[src/rtl/pt_walker.sv]
module pt_walker #(
  parameter int VA_W  = 32,
  parameter int PA_W  = 28,
  parameter int OFF_W = 12,
  parameter int IDX_W = 10,
  parameter int PTE_W = 32
) (
  input  logic             clk,
  input  logic             rst,
  input  logic             req_valid,
  output logic             req_ready,
  input  logic [VA_W-1:0]  req_vaddr,
  input  logic [1:0]       req_kind,
  input  logic             req_user,
  input  logic [PA_W-1:0]  root_base,
  output logic             mem_req_valid,
  output logic [PA_W-1:0]  mem_req_addr,
  input  logic             mem_resp_valid,
  input  logic [PTE_W-1:0] mem_resp_data,
  output logic             res_valid,
  input  logic             res_ready,
  output logic [PA_W-1:0]  res_paddr,
  output logic [1:0]       res_fault
);
  localparam int PFN_W = PA_W - OFF_W;
  localparam logic [1:0] F_NONE = 2'b00, F_L1 = 2'b01, F_L2 = 2'b10, F_PROT = 2'b11;

  typedef enum logic [2:0] {S_IDLE, S_REQ1, S_WAIT1, S_REQ2, S_WAIT2, S_DONE} st_t;
  st_t st;

  logic [VA_W-1:0]  va_q;
  logic [1:0]       kind_q;
  logic             user_q;
  logic [PA_W-1:0]  base_q;
  logic [PFN_W-1:0] tbl_q;

  wire [IDX_W-1:0] idx1 = va_q[VA_W-1 -: IDX_W];
  wire [IDX_W-1:0] idx2 = va_q[OFF_W +: IDX_W];
  wire [PFN_W-1:0] pfn  = mem_resp_data[PTE_W-1 -: PFN_W];
  wire e_valid = mem_resp_data[0];
  wire e_sup   = mem_resp_data[1];

  logic type_ok;
  always_comb begin
    case (kind_q)
      2'b00:   type_ok = mem_resp_data[2];
      2'b01:   type_ok = mem_resp_data[3];
      2'b10:   type_ok = mem_resp_data[4];
      default: type_ok = 1'b0;
    endcase
  end

  logic unused_bits;
  assign unused_bits = &{1'b0, mem_resp_data[PTE_W-PFN_W-1:5]};

  assign req_ready     = (st == S_IDLE);
  assign mem_req_valid = (st == S_REQ1) || (st == S_REQ2);
  assign mem_req_addr  = (st == S_REQ2)
                       ? ({tbl_q, {OFF_W{1'b0}}} + PA_W'({idx2, 2'b00}))
                       : (base_q + PA_W'({idx1, 2'b00}));
  assign res_valid     = (st == S_DONE);

  always_ff @(posedge clk) begin
    if (rst) begin
      st        <= S_IDLE;
      va_q      <= '0;
      kind_q    <= '0;
      user_q    <= 1'b0;
      base_q    <= '0;
      tbl_q     <= '0;
      res_paddr <= '0;
      res_fault <= F_NONE;
    end else begin
      case (st)
        S_IDLE: if (req_valid) begin
          va_q   <= req_vaddr;
          kind_q <= req_kind;
          user_q <= req_user;
          base_q <= root_base;
          st     <= S_REQ1;
        end
        S_REQ1: st <= S_WAIT1;
        S_WAIT1: if (mem_resp_valid) begin
          if (!e_valid) begin
            res_fault <= F_L1;
            res_paddr <= '0;
            st        <= S_DONE;
          end else begin
            tbl_q <= pfn;
            st    <= S_REQ2;
          end
        end
        S_REQ2: st <= S_WAIT2;
        S_WAIT2: if (mem_resp_valid) begin
          st <= S_DONE;
          if (!e_valid) begin
            res_fault <= F_L2;
            res_paddr <= '0;
          end else if ((user_q && e_sup) || !type_ok) begin
            res_fault <= F_PROT;
            res_paddr <= '0;
          end else begin
            res_fault <= F_NONE;
            res_paddr <= {pfn, va_q[OFF_W-1:0]};
          end
        end
        S_DONE: if (res_ready) st <= S_IDLE;
        default: st <= S_IDLE;
      endcase
    end
  end
endmodule

[config.mk]
export PLATFORM = sky130hd
export DESIGN_NAME = pt_walker
export DESIGN_NICKNAME = d
export VERILOG_FILES = /design/src/rtl/pt_walker.sv
export SDC_FILE = /design/constraint.sdc
export NUM_CORES = 1
export LEC_CHECK = 0
export ABC_AREA = 0
export BUFFER_PORTS_ARGS = -buffer_cell sky130_fd_sc_hd__buf_4
export CORE_ASPECT_RATIO = 0.8
export CORE_MARGIN = 3
export CORE_UTILIZATION = 45
export DETAILED_ROUTE_END_ITERATION = 8
export GPL_TIMING_DRIVEN = 1
export PLACE_DENSITY = 0.72
export SETUP_SLACK_MARGIN = 0.4
export SLEW_MARGIN = 20
export SYNTH_ARGS = -nofsm -noshare
export SYNTH_HDL_FRONTEND = slang
export SYNTH_SLANG_ARGS = --single-unit
[constraint.sdc]
create_clock -name clk -period 2.8 [get_ports clk]
set_input_delay 0.28 -clock clk [delete_from_list [all_inputs] [get_ports clk]]
set_output_delay 0.28 -clock clk [all_outputs]
set_load 0.05 [all_outputs]
# Yosys cells after proc, flatten, opt, wreduce, memory -nomap -nowiden
# Cells that the tools add are included.
[totals]
register_bits = 112
inputBits = 100
out_inout_bits = 61
elab_cells = 53
[op_classes]
n_addsub = 2
n_eq_ne = 12
mux = 20
reduce_logical = 11
[ops]
columns = ["cell", "n"]
rows = [
  ["28-bit 2-to-1 mux", 6],
  ["28-bit by 12-bit adder with 28-bit output", 2],
  ["28-bit one-hot mux with 2 select lines", 1],
  ["3-bit one-hot mux with 6 select lines", 1],
  ["3-bit 2-to-1 mux", 5],
  ["2-bit 2-to-1 mux", 5],
  ["2-bit inequality test (second input constant)", 4],
  ["4-bit AND reduction", 2],
  ["3-bit by 2-bit == test with 1-bit output (second input constant)", 2],
  ["3-bit == test (second input constant)", 2],
  ["2-bit one-hot mux with 2 select lines", 1],
  ["3-bit by 1-bit == test with 1-bit output (second input constant)", 1],
  ["3-bit logical NOT", 1],
  ["1-bit one-hot mux with 3 select lines", 1],
  ["3-bit AND reduction", 1],
  ["2-bit by 1-bit == test with 1-bit output (second input constant)", 1],
  ["2-bit == test (second input constant)", 1],
  ["2-bit logical NOT", 1],
  ["1-bit logical OR", 2],
  ["2-bit by 1-bit inequality test with 1-bit output (second input constant)", 1],
  ["2-bit AND reduction", 1],
  ["2-bit nonzero test", 1],
  ["1-bit logical AND", 1],
  ["1-bit logical NOT", 1],
]

# Logic depth before layout (Yosys ltp)
# Gate-level depths: netlist (run 1).
[logic_depth]
depth_word = 8
depth_mapped = 9
depth_no_buf = 8

# Least setup slack after synthesis (run 1)
# Ideal clock, no wire load.
[synth_path]
path_kind = "flip-flop to output port"
startpoint = "register va_q[22]"
endpoint = "output port mem_req_addr[14]"
t_arrival_ps = 2947
t_required_ps = 2520
path_slack_ps = -427
stages_incl_launch_ff = 9
path_buffers = 0
cell_sequence = "dfxtp_1 > ha_1 > fa_1 > a211oi_1 > o21ai_1 > a41oi_1 > nor2_1 > xnor2_1 > o21ai_0"
[synth_between]
elab_chain_cells = 2
[synth_rtl]
columns = ["element", "line_no", "rtl"]
rows = [
  ["from (decl)", "31", "logic [VA_W-1:0] va_q;"],
  ["from (signal assigned)", "76", "va_q <= req_vaddr;"],
  ["28-bit by 12-bit adder with 28-bit output", "60", ": (base_q + PA_W'({idx1, 2'b00}));"],
  ["28-bit 2-to-1 mux", "59", "? ({tbl_q, {OFF_W{1'b0}}} + PA_W'({idx2, 2'b00}))"],
  ["to (decl)", "17", "output logic [PA_W-1:0] mem_req_addr,"],
]
# No other way between the ends.

# Worst setup path in the final report (run 1)
[layout_path]
startpoint = "register base_q[3]"
endpoint = "output port mem_req_addr[23]"
[layout_between]
elab_chain_cells = 2
[layout_rtl]
columns = ["element", "line_no", "rtl"]
rows = [
  ["from (decl)", "34", "logic [PA_W-1:0] base_q;"],
  ["from (signal assigned)", "79", "base_q <= root_base;"],
  ["28-bit by 12-bit adder with 28-bit output", "60", ""],
  ["28-bit 2-to-1 mux", "59", ""],
]
# No other way between the ends.

==> results of run 1 <==
[logic make-up after synthesis]
group,count (synthesis),share of synthesized area [%]
XOR/XNOR,16,2.78
flip-flops,112,44.4
AO/OA/AOI/OAI,173,20.2
buffers and inverters,50,4.09
adder cells (fa/ha/maj),11,2.87
AND/OR/NAND/NOR,293,25.5
multiplexers,1,0.198
[sequential cells by signal, indices dropped and copies added (netlist names)]
signal / flops
va_q: 32
base_q: 28
res_paddr: 28
tbl_q: 16
st: 3
kind_q: 2
res_fault: 2
user_q: 1
[synth_stat cells (all sizes together), types with 2 or more instances]
library cell	count	area share (%)
a211oi	3	0.45
a21o	3	0.45
a21oi	100	9.9
a22oi	28	4.2
a31oi	7	0.87
and2	4	0.50
buf	9	0.99
clkbuf	36	2.7
dfxtp	112	44
ha	10	2.5
inv	5	0.37
nand2	190	14
nand2b	2	0.25
nand3	7	0.89
nand3b	2	0.30
nand4	4	0.50
nand4b	2	0.35
nor2	53	3.9
nor2b	6	0.74
nor3	8	0.99
nor3b	3	0.45
nor4b	3	0.94
o21ai	20	2.0
o31ai	4	0.59
or4	4	0.59
or4b	2	0.40
xnor2	10	1.7
xor2	6	1.0
[worst register-to-register path: stages, from the launching register on]
cell and delay, ps:
dfxtp_1 570, nor3_2 120, nand2_2 300, buf_4 530, nand2_1 140, a21oi_1 180
[routing by layer]
| layer | wire length [µm] | part of all wire, % | up-vias |
|---|---|---|---|
| met5 | 0 | 0 | - |
| met3 | 1020 | 6.5 | 25 |
| met1 | 6920 | 44 | 2500 |
| met2 | 7510 | 48 | 173 |
| met4 | 273 | 1.7 | 0 |
| li1 | - | - | 2540 |
[how the worst max path moves through the flow]
stage / end / start / slack, ps / cells after the start
floorplan: mem_req_addr[20] / base_q[2] / 310 / 8
global placement: mem_req_addr[27] / va_q[23] / 150 / 8
detailed placement: mem_req_addr[27] / base_q[3] / 90 / 8
CTS: mem_req_addr[13] / va_q[23] / -90 / 9
global route: mem_req_addr[23] / base_q[8] / -260 / 7
finish: mem_req_addr[23] / base_q[3] / -180 / 8
[per-stage QoR]
stage	power (µW)	util, %	hold WS [ps]	setup TNS, ps	instances
floorplan	2380	-	408	0	656
CTS	4110	68.2	159	-515	942
global route	4280	70.3	171	-2820	951
detailed placement	2700	62.0	442	0	915
global placement	2680	62.0	437	0	915
finish	4120	70.3	167	-1560	951
[area by class of cell]
class,instances,share of cell area (%)
multi-input combinational,496,42.8
sequential,112,30.3
timing repair buffer,182,20.1
clock buffer,9,3.03
tap,140,2.36
clock inverter,7,1.20
inverter,5,0.253
[power by group through the flow]
stage	registers [µW]	logic (µW)	clock network, µW
floorplan	1770	612	0
global route	1770	1080	1440
global placement	1780	903	0
CTS	1750	975	1380
detailed placement	1780	917	0
finish	1760	1010	1360
[timing repair]
action,CTS,global route
setup endpoints to repair,20,26
endpoints found under the hold margin,0,0
cloned,1,1
pin swaps,21,22
gates resized for setup,53,29
buffers inserted,10,8
==> run_results.csv, run 1 <==
group,metric,value,unit
power,seq_power_share,42.7,%
timing,finalMaxSlewViolations,0,
yosys,synth_edf_count,0,
yosys,postSynthAreaPerCell,7.70,µm²
power,intPower,2790,µW
timing,rsz0062_at_grt,"yes",
grt,grt.total_usage,23.8,%
yosys,yosysWarnings,0,
grt,grt_pass1_vias,5064,
grt,grt_pass1_wl,24500,µm
placement,place.gp.congestion,0.844,
grt,met1_usage,30.7,%
yosys,synth_fp_nets,767,
timing,slew_headroom,52.0,%
route,avgRoutedWirePerCell,16.5,µm
floorplanning,dieHeight,101,µm
floorplanning,ioPinCount,161,
placement,dpl_worst_slack,85.2,ps
route,drc_errors,0,
hold_path,min_path_cells,3,
timing,layout_min_cycle_time,2980,ps
power,ir_worst_vdd,0.316,mV
hold_path,hp-class,"in -> reg",
timing,period_share,107,%
cells_and_area,drive_above_1_share,35.1,%
floorplanning,die_x,124,µm
cells_and_area,antenna_cells,0,
route,routed_wl,15700,µm
clock_network,cts_buffers,9,
cells_and_area,seq_area,2250,µm²
timing,clock_skew,11.6,ps
worst_setup_path,crit_chain,"ha_4 > a21oi_4 > nand4b_1 > a21oi_4 > nor3_4 > or4_1 > a31oi_4 > buf_6",
grt,grt-ovfl-total,0,
placement,place_area,6560,µm²
worst_setup_path,crit_slowest_cell,"or4_1",
worst_setup_path,cp-end-kind,"primary output",
grt,grt_max_degree,113,
worst_setup_path,r2r_slack,910,ps
worst_setup_path,cp_top_family,"simple AND/OR/NAND/NOR gates",
timing,setup_violations,14,
floorplanning,core-area,10600,µm²
clock_network,clock_latency,350,ps
clock_network,root_buffer,"clkbuf_16",
timing,worstMarginPinSlew,718,ps
floorplanning,dieArea,12500,µm²
clock_network,path_clk_slew,80,ps
worst_setup_path,reg2reg_depth,5,
route,initialDrtViolationCount,355,
grt,busiest_layer,"met2",
power,combPwrFrac,24.4,%
worst_setup_path,cpPeakStageDelay,490,ps
cells_and_area,layout_common_cells,"nand2_1, buf_4, dfxtp_1",
worst_setup_path,cp.required,2520,ps
yosys,ys_types,50,
worst_setup_path,reg2reg_from,"st[1]",
clock_network,htreeDepth,3,
grt,antenna_found_initial,0,
outcome,outcome,"complete, but fails checks",
placement,port_buffers,149,
cells_and_area,design_area,7430,µm²
worst_setup_path,worst-path-buf-inv,1,
yosys,synthArstFlopShare,0,%
worst_setup_path,worstReg2RegEnd,"base_q[0]",
hold_path,worstHoldStart,"root_base[18]",
worst_setup_path,critPathMaxFanout,5,
power,leakage,0.00297,µW
yosys,synthCells,656,
clock_network,cts_tree,"yes",
power,sw_frac_of_total,32.3,%
worst_setup_path,cp-start-kind,"flop",
route,vias,5238,
yosys,syn_area,5050,µm²
route,drtPass1Iterations,5,
placement,dpl.hpwl,10500,µm
floorplanning,std_cell_rows,33,
yosys,ys_ff_latch,112,
clock_network,numClockSinks,112,
cells_and_area,final_common_cell,"nand2_1",
power,switchingPower,1330,µW
clock_network,cts_hold_buffers,0,
power,power.clock.fraction,32.9,%
power,powerDensity,555,nW/µm²
worst_setup_path,critPathKind,"reg -> out",
clock_network,cts_max_path_buffers,2,
cells_and_area,syn2layout_area_growth,47.2,%
worst_setup_path,critPathArrivalTime,2700,ps
yosys,synthFlopType,"dfxtp_1",
grt,grtUsageMet3,6.78,%
timing,timing.final.ws_setup,-185,ps
route,ant_nets,0,
worst_setup_path,cpMostUsedCell,"a21oi_4",
route,via_per_inst,5.51,
grt,use_met2,39.5,%
hold_path,hold_path_end,"base_q[18]",
cells_and_area,nFillCells,858,
timing,finalHoldViolations,0,
outcome,violations,"setup timing",
run,cap_violations,0,
timing,max_freq,335,MHz
cells_and_area,multiInputGateArea,3180,µm²
cells_and_area,final_nets,917,
yosys,synth_seq_area_share,44.4,%
floorplanning,start_util,47.8,%
(Power assumes the default switching activity.)
==> inputs of run 2 (changes only) <==
--- a/config.mk
+++ b/config.mk
@@ -11,4 +11,5 @@
 export CORE_MARGIN = 3
 export CORE_UTILIZATION = 45
+export CTS_CLUSTER_SIZE = 8
 export DETAILED_ROUTE_END_ITERATION = 8
 export GPL_TIMING_DRIVEN = 1
==> constraint.sdc (replaced) <==
create_clock -name clk -period 2.8 [get_ports clk]
set_input_delay 0.14 -clock clk [delete_from_list [all_inputs] [get_ports clk]]
set_output_delay 0.14 -clock clk [all_outputs]
set_load 0.05 [all_outputs]
==> run_results.csv, run 2 (same netlist as run 1, synthesis figures left out) <==
group,metric,value,unit
placement,place.gp.congestion,0.885,
route,drtPass1Iterations,6,
route,vias,5206,
route,ant_nets,0,
cells_and_area,regMostFlops,"va_q",
grt,grt_pass1_vias,4982,
worst_setup_path,cp_top_family,"compound AO/OA/AOI/OAI gates",
worst_setup_path,crit_chain,"ha_4 > fa_2 > a211oi_4 > o21ai_4 > a311oi_4 > buf_6 > nor3_4 > xnor2_2 > a21oi_4 > buf_6",
floorplanning,dieHeight,101,µm
cells_and_area,reg_top3,"va_q (32), base_q (28), res_paddr (28)",
timing,period_share,101,%
timing,finalHoldViolations,0,
floorplanning,dieArea,12500,µm²
route,wl_met1,6750,µm
cells_and_area,syn2layout_area_growth,45.9,%
timing,slew_headroom,45.8,%
worst_setup_path,critPathMaxFanout,6,
worst_setup_path,cp.required,2660,ps
clock_network,cts_buffers,9,
floorplanning,start_util,47.8,%
power,powerDensity,542,nW/µm²
timing,setup_violations,3,
timing,timing.final.ws_setup,-40.7,ps
worst_setup_path,cpPeakStageDelay,390,ps
grt,grt_max_degree,113,
cells_and_area,final_common_cell,"nand2_1",
cells_and_area,layout_common_cells,"nand2_1, buf_4, dfxtp_1",
power,sw_frac_of_total,32.7,%
route,drc_errors,0,
worst_setup_path,cp-end-kind,"primary output",
clock_network,htreeDepth,3,
power,intPower,2680,µW
cells_and_area,nFillCells,860,
route,avgRoutedWirePerCell,16.7,µm
power,ir_worst_vdd,0.312,mV
route,routed.top_layer,"met5",
power,power.clock.fraction,30.8,%
cells_and_area,final_nets,913,
timing,clock_skew,7.52,ps
route,via_per_inst,5.50,
placement,dpl.hpwl,10400,µm
route,routed_wl,15800,µm
timing,rsz0062_at_grt,"yes",
timing,max_freq,352,MHz
worst_setup_path,crit_slowest_cell,"fa_2",
floorplanning,die_x,124,µm
worst_setup_path,critPathArrivalTime,2700,ps
clock_network,cts_tree,"yes",
worst_setup_path,worst-path-buf-inv,2,
clock_network,numClockSinks,112,
clock_network,cts_max_path_buffers,2,
floorplanning,ioPinCount,161,
cells_and_area,utilization,69.7,%
timing,finalMaxSlewViolations,0,
grt,grt_pass1_wl,24500,µm
worst_setup_path,cpMostUsedCell,"buf_6",
placement,port_buffers,149,
outcome,outcome,"complete, but fails checks",
route,wl_met3,1070,µm
run,cap_violations,0,
timing,layout_min_cycle_time,2840,ps
cells_and_area,antenna_cells,0,
power,combPwrFrac,25.1,%
hold_path,hp-class,"in -> reg",
timing,worstMarginPinSlew,813,ps
power,leakage,0.00292,µW
outcome,violations,"setup timing",
grt,antenna_found_initial,1,
timing,setup_tns,-58.7,ps
power,switchingPower,1310,µW
cells_and_area,largest_reg_flops,32,
worst_setup_path,critPathKind,"reg -> out",
clock_network,root_buffer,"clkbuf_16",
floorplanning,core-area,10600,µm²
cells_and_area,drive_above_1_share,35.2,%
floorplanning,std_cell_rows,33,
clock_network,path_clk_slew,80,ps
worst_setup_path,cp-start-kind,"flop",
grt,grt.total_usage,23.8,%
route,initialDrtViolationCount,407,
route,route.met2.wl,7670,µm
clock_network,clock_latency,350,ps
power,seq_power_share,44.1,%
grt,grt-ovfl-total,0,
[run 2: changes by cell type in the layout (fill, tap and decap cells not counted), sizes merged]
| cell | previous run | this run |
|---|---|---|
| bufinv | 1 | 0 |
| clkinvlp | 1 | 2 |
| buf | 182 | 178 |
[run 2: per-stage QoR]
step / power [µW] / instance area (µm²) / instances / hold slack [ps] / setup WS (ps)
floorplan: 2360 / 5210 / 656 / 276 / 137
global placement: 2660 / 6400 / 909 / 389 / 133
detailed placement: 2680 / 6400 / 909 / 398 / 89.2
CTS: 3960 / 7110 / 941 / 21.5 / 29.9
global route: 4150 / 7370 / 947 / 32.8 / -109
finish: 3990 / 7370 / 947 / 24.7 / -40.7
[run 2: worst paths after layout]
| check | slack (ps) | to | startpoint | cells past startpoint |
|---|---|---|---|---|
| setup / recovery | -40 | mem_req_addr[16] | base_q[2] | 10 |
| hold / removal | 20 | base_q[5] | root_base[5] | 3 |
| hold reg to reg | 460 | va_q[10] | va_q[10] | 2 |
| setup reg to reg | 930 | va_q[25] | st[1] | 5 |
[run 2: final cells by class]
type	instances	area (µm²)	share of cell area, %
Multi-Input combinational cell	496	3180	43.1
Sequential cell	112	2250	30.6
Timing Repair Buffer	178	1460	19.8
Clock buffer	9	225	3.06
Tap cell	140	175	2.38
Clock inverter	7	53.8	0.730
Inverter	5	18.8	0.255
[run 2: power by group through the flow]
stage / clock [µW] / sequential (µW) / combinational, µW
2_1_floorplan: 0 / 1760 / 601
3_3_place_gp: 0 / 1780 / 882
3_5_place_dp: 0 / 1780 / 896
4_1_cts: 1250 / 1750 / 956
5_1_grt: 1300 / 1770 / 1070
6_report: 1230 / 1760 / 1000
[run 2: timing repair]
action                                  CTS  global route
hold buffers                              0             0
pin swaps                                36            23
setup buffers                            14             6
gates cloned                              2             0
gates resized for setup                  65            40
endpoints found under the setup margin   20            24
[run 2: layer usage]
metal / GRT usage (%) / vias to the layer above
met5: 0 / -
met4: 7.41 / 2
met3: 6.30 / 30
met2: 40.1 / 182
met1: 30.0 / 2463
li1: - / 2529
[run 2: worst min-delay path: stages]
cell     delay, ps
buf_4          110
nand2_1         50
a21oi_1         50
==> inputs of run 3 (changes only) <==
Settings changed: PLACE_DENSITY 0.72 to 0.77.
==> run_results.csv, run 3 (same netlist as run 1, synthesis figures left out) <==
group,metric,value,unit
outcome,outcome,"complete, but fails checks",
outcome,violations,"setup timing",
clock_network,root_buffer,"clkbuf_16",
clock_network,cts_hold_buffers,0,
grt,grt_pass1_vias,5175,
route,via_per_inst,5.51,
hold_path,hp-class,"in -> reg",
clock_network,cts_buffers,9,
route,avgRoutedWirePerCell,16.7,µm
placement,place.gp.congestion,0.861,
run,cap_violations,0,
floorplanning,ioPinCount,161,
worst_setup_path,cp-start-kind,"flop",
route,routed_wl,15700,µm
power,ir_worst_vdd,0.380,mV
cells_and_area,regMostFlops,"va_q",
floorplanning,die_x,124,µm
route,ant_nets,0,
clock_network,clock_latency,350,ps
grt,grt_max_degree,71,
worst_setup_path,critPathArrivalTime,2730,ps
worst_setup_path,crit_chain,"ha_4 > fa_2 > a211oi_4 > o21ai_2 > a311oi_4 > buf_12 > nor4b_4 > xnor2_2 > a21oi_4 > buf_6",
clock_network,cts_max_path_buffers,2,
timing,max_freq,349,MHz
cells_and_area,design_area,7210,µm²
cells_and_area,multiInputGateArea,3070,µm²
worst_setup_path,critPathKind,"reg -> out",
clock_network,cts_tree,"yes",
cells_and_area,largest_reg_flops,32,
grt,grt.total_usage,24.3,%
power,leakage,0.00288,µW
floorplanning,dieHeight,101,µm
route,vias,5186,
cells_and_area,layout_common_cells,"nand2_1, buf_4, dfxtp_1",
floorplanning,std_cell_rows,33,
timing,layout_min_cycle_time,2870,ps
grt,antenna_found_initial,0,
cells_and_area,final_nets,908,
cells_and_area,nFillCells,871,
route,drtPass1Iterations,5,
floorplanning,start_util,47.8,%
worst_setup_path,cp.required,2660,ps
timing,setup_violations,9,
cells_and_area,seq_area,2250,µm²
floorplanning,dieArea,12500,µm²
timing,setup_tns,-319,ps
cells_and_area,final_common_cell,"nand2_1",
clock_network,htreeDepth,3,
placement,port_buffers,149,
power,powerDensity,549,nW/µm²
cells_and_area,antenna_cells,0,
floorplanning,core-area,10600,µm²
clock_network,numClockSinks,112,
cells_and_area,drive_above_1_share,32.8,%
cells_and_area,final_cells,941,
worst_setup_path,critPathMaxFanout,6,
timing,timing.final.ws_setup,-65.8,ps
cells_and_area,syn2layout_area_growth,42.9,%
timing,slew_headroom,50.1,%
placement,place_inst,913,
worst_setup_path,cp-end-kind,"primary output",
power,total_power,3960,µW
worst_setup_path,cpPeakStageDelay,390,ps
route,initialDrtViolationCount,305,
grt,grt-ovfl-total,0,
cells_and_area,reg_top3,"va_q (32), base_q (28), res_paddr (28)",
timing,rsz0062_at_grt,"yes",
route,drc_errors,0,
timing,worstMarginPinSlew,748,ps
timing,clock_skew,5.48,ps
placement,dpl.hpwl,10900,µm
timing,period_share,102,%
clock_network,path_clk_slew,70,ps
timing,finalMaxSlewViolations,0,
grt,grt_pass1_wl,24900,µm
timing,finalHoldViolations,0,
worst_setup_path,crit_slowest_cell,"fa_2",
placement,place_area,6430,µm²
==> run 3: cell count changes in the layout (fill, tap and decap cells not counted), sizes merged <==
cell | before | now
buf | 178 | 174
clkbuf | 9 | 12
clkinvlp | 2 | 1
inv | 8 | 5
nand3 | 8 | 7
==> run 3: power breakdown <==
group | switching (µW) | internal (µW) | total, µW | leakage, µW
sequential | 78.2 | 1680 | 1760 | 0.000915
combinational | 608 | 386 | 993 | 0.00183
clock | 562 | 646 | 1210 | 0.000134
==> run 3: path summary, 6_finish.rpt <==
| kind | from | endpoint | slack (ps) | cells past startpoint |
|---|---|---|---|---|
| hold reg to reg | base_q[1] | base_q[1] | 450 | 2 |
| hold / removal | root_base[15] | base_q[15] | 30 | 3 |
| setup / recovery | va_q[22] | mem_req_addr[22] | -70 | 10 |
| setup reg to reg | st[2] | res_paddr[11] | 630 | 6 |
==> run 3: area by class of cell <==
class | count | share of cell area (%)
tap | 140 | 2.43
clock buffer | 12 | 3.56
multi-input combinational | 495 | 42.6
clock inverter | 3 | 0.243
timing repair buffer | 174 | 19.7
inverter | 5 | 0.260
sequential | 112 | 31.2
==> run 3: critical path: cells and delay by family, from the launching register on <==
kind            cells  cell delay [ps]
buf+inv             2              340
flops               1              340
xor+xnor            1              160
fa+ha+maj           2              560
compound gates      4              910
simple gates        1               50
==> run 3: metrics by stage <==
step / utilization [%] / hold slack, ps / setup slack (ps)
after CTS: 66.8 / 26.1 / 23.4
after global placement: 60.9 / 387 / 145
after detailed placement: 60.9 / 398 / 78.8
after floorplan: - / 276 / 137
after global routing: 68.2 / 38.8 / -126
final: 68.2 / 32.1 / -65.8
==> run 3: what timing repair did <==
item / CTS / global route
pin swaps: 26 / 22
gates cloned: 1 / 0
hold endpoints to repair: 0 / 0
setup endpoints to repair: 20 / 21
gates resized for setup: 55 / 25
buffers inserted: 9 / 3
==> run 3: per-layer routing <==
metal / wire, µm / track usage, %
met2: 7530 / 41.3
met4: 425 / 8.68
met5: 0 / 0
met1: 6560 / 30.0
met3: 1160 / 6.73
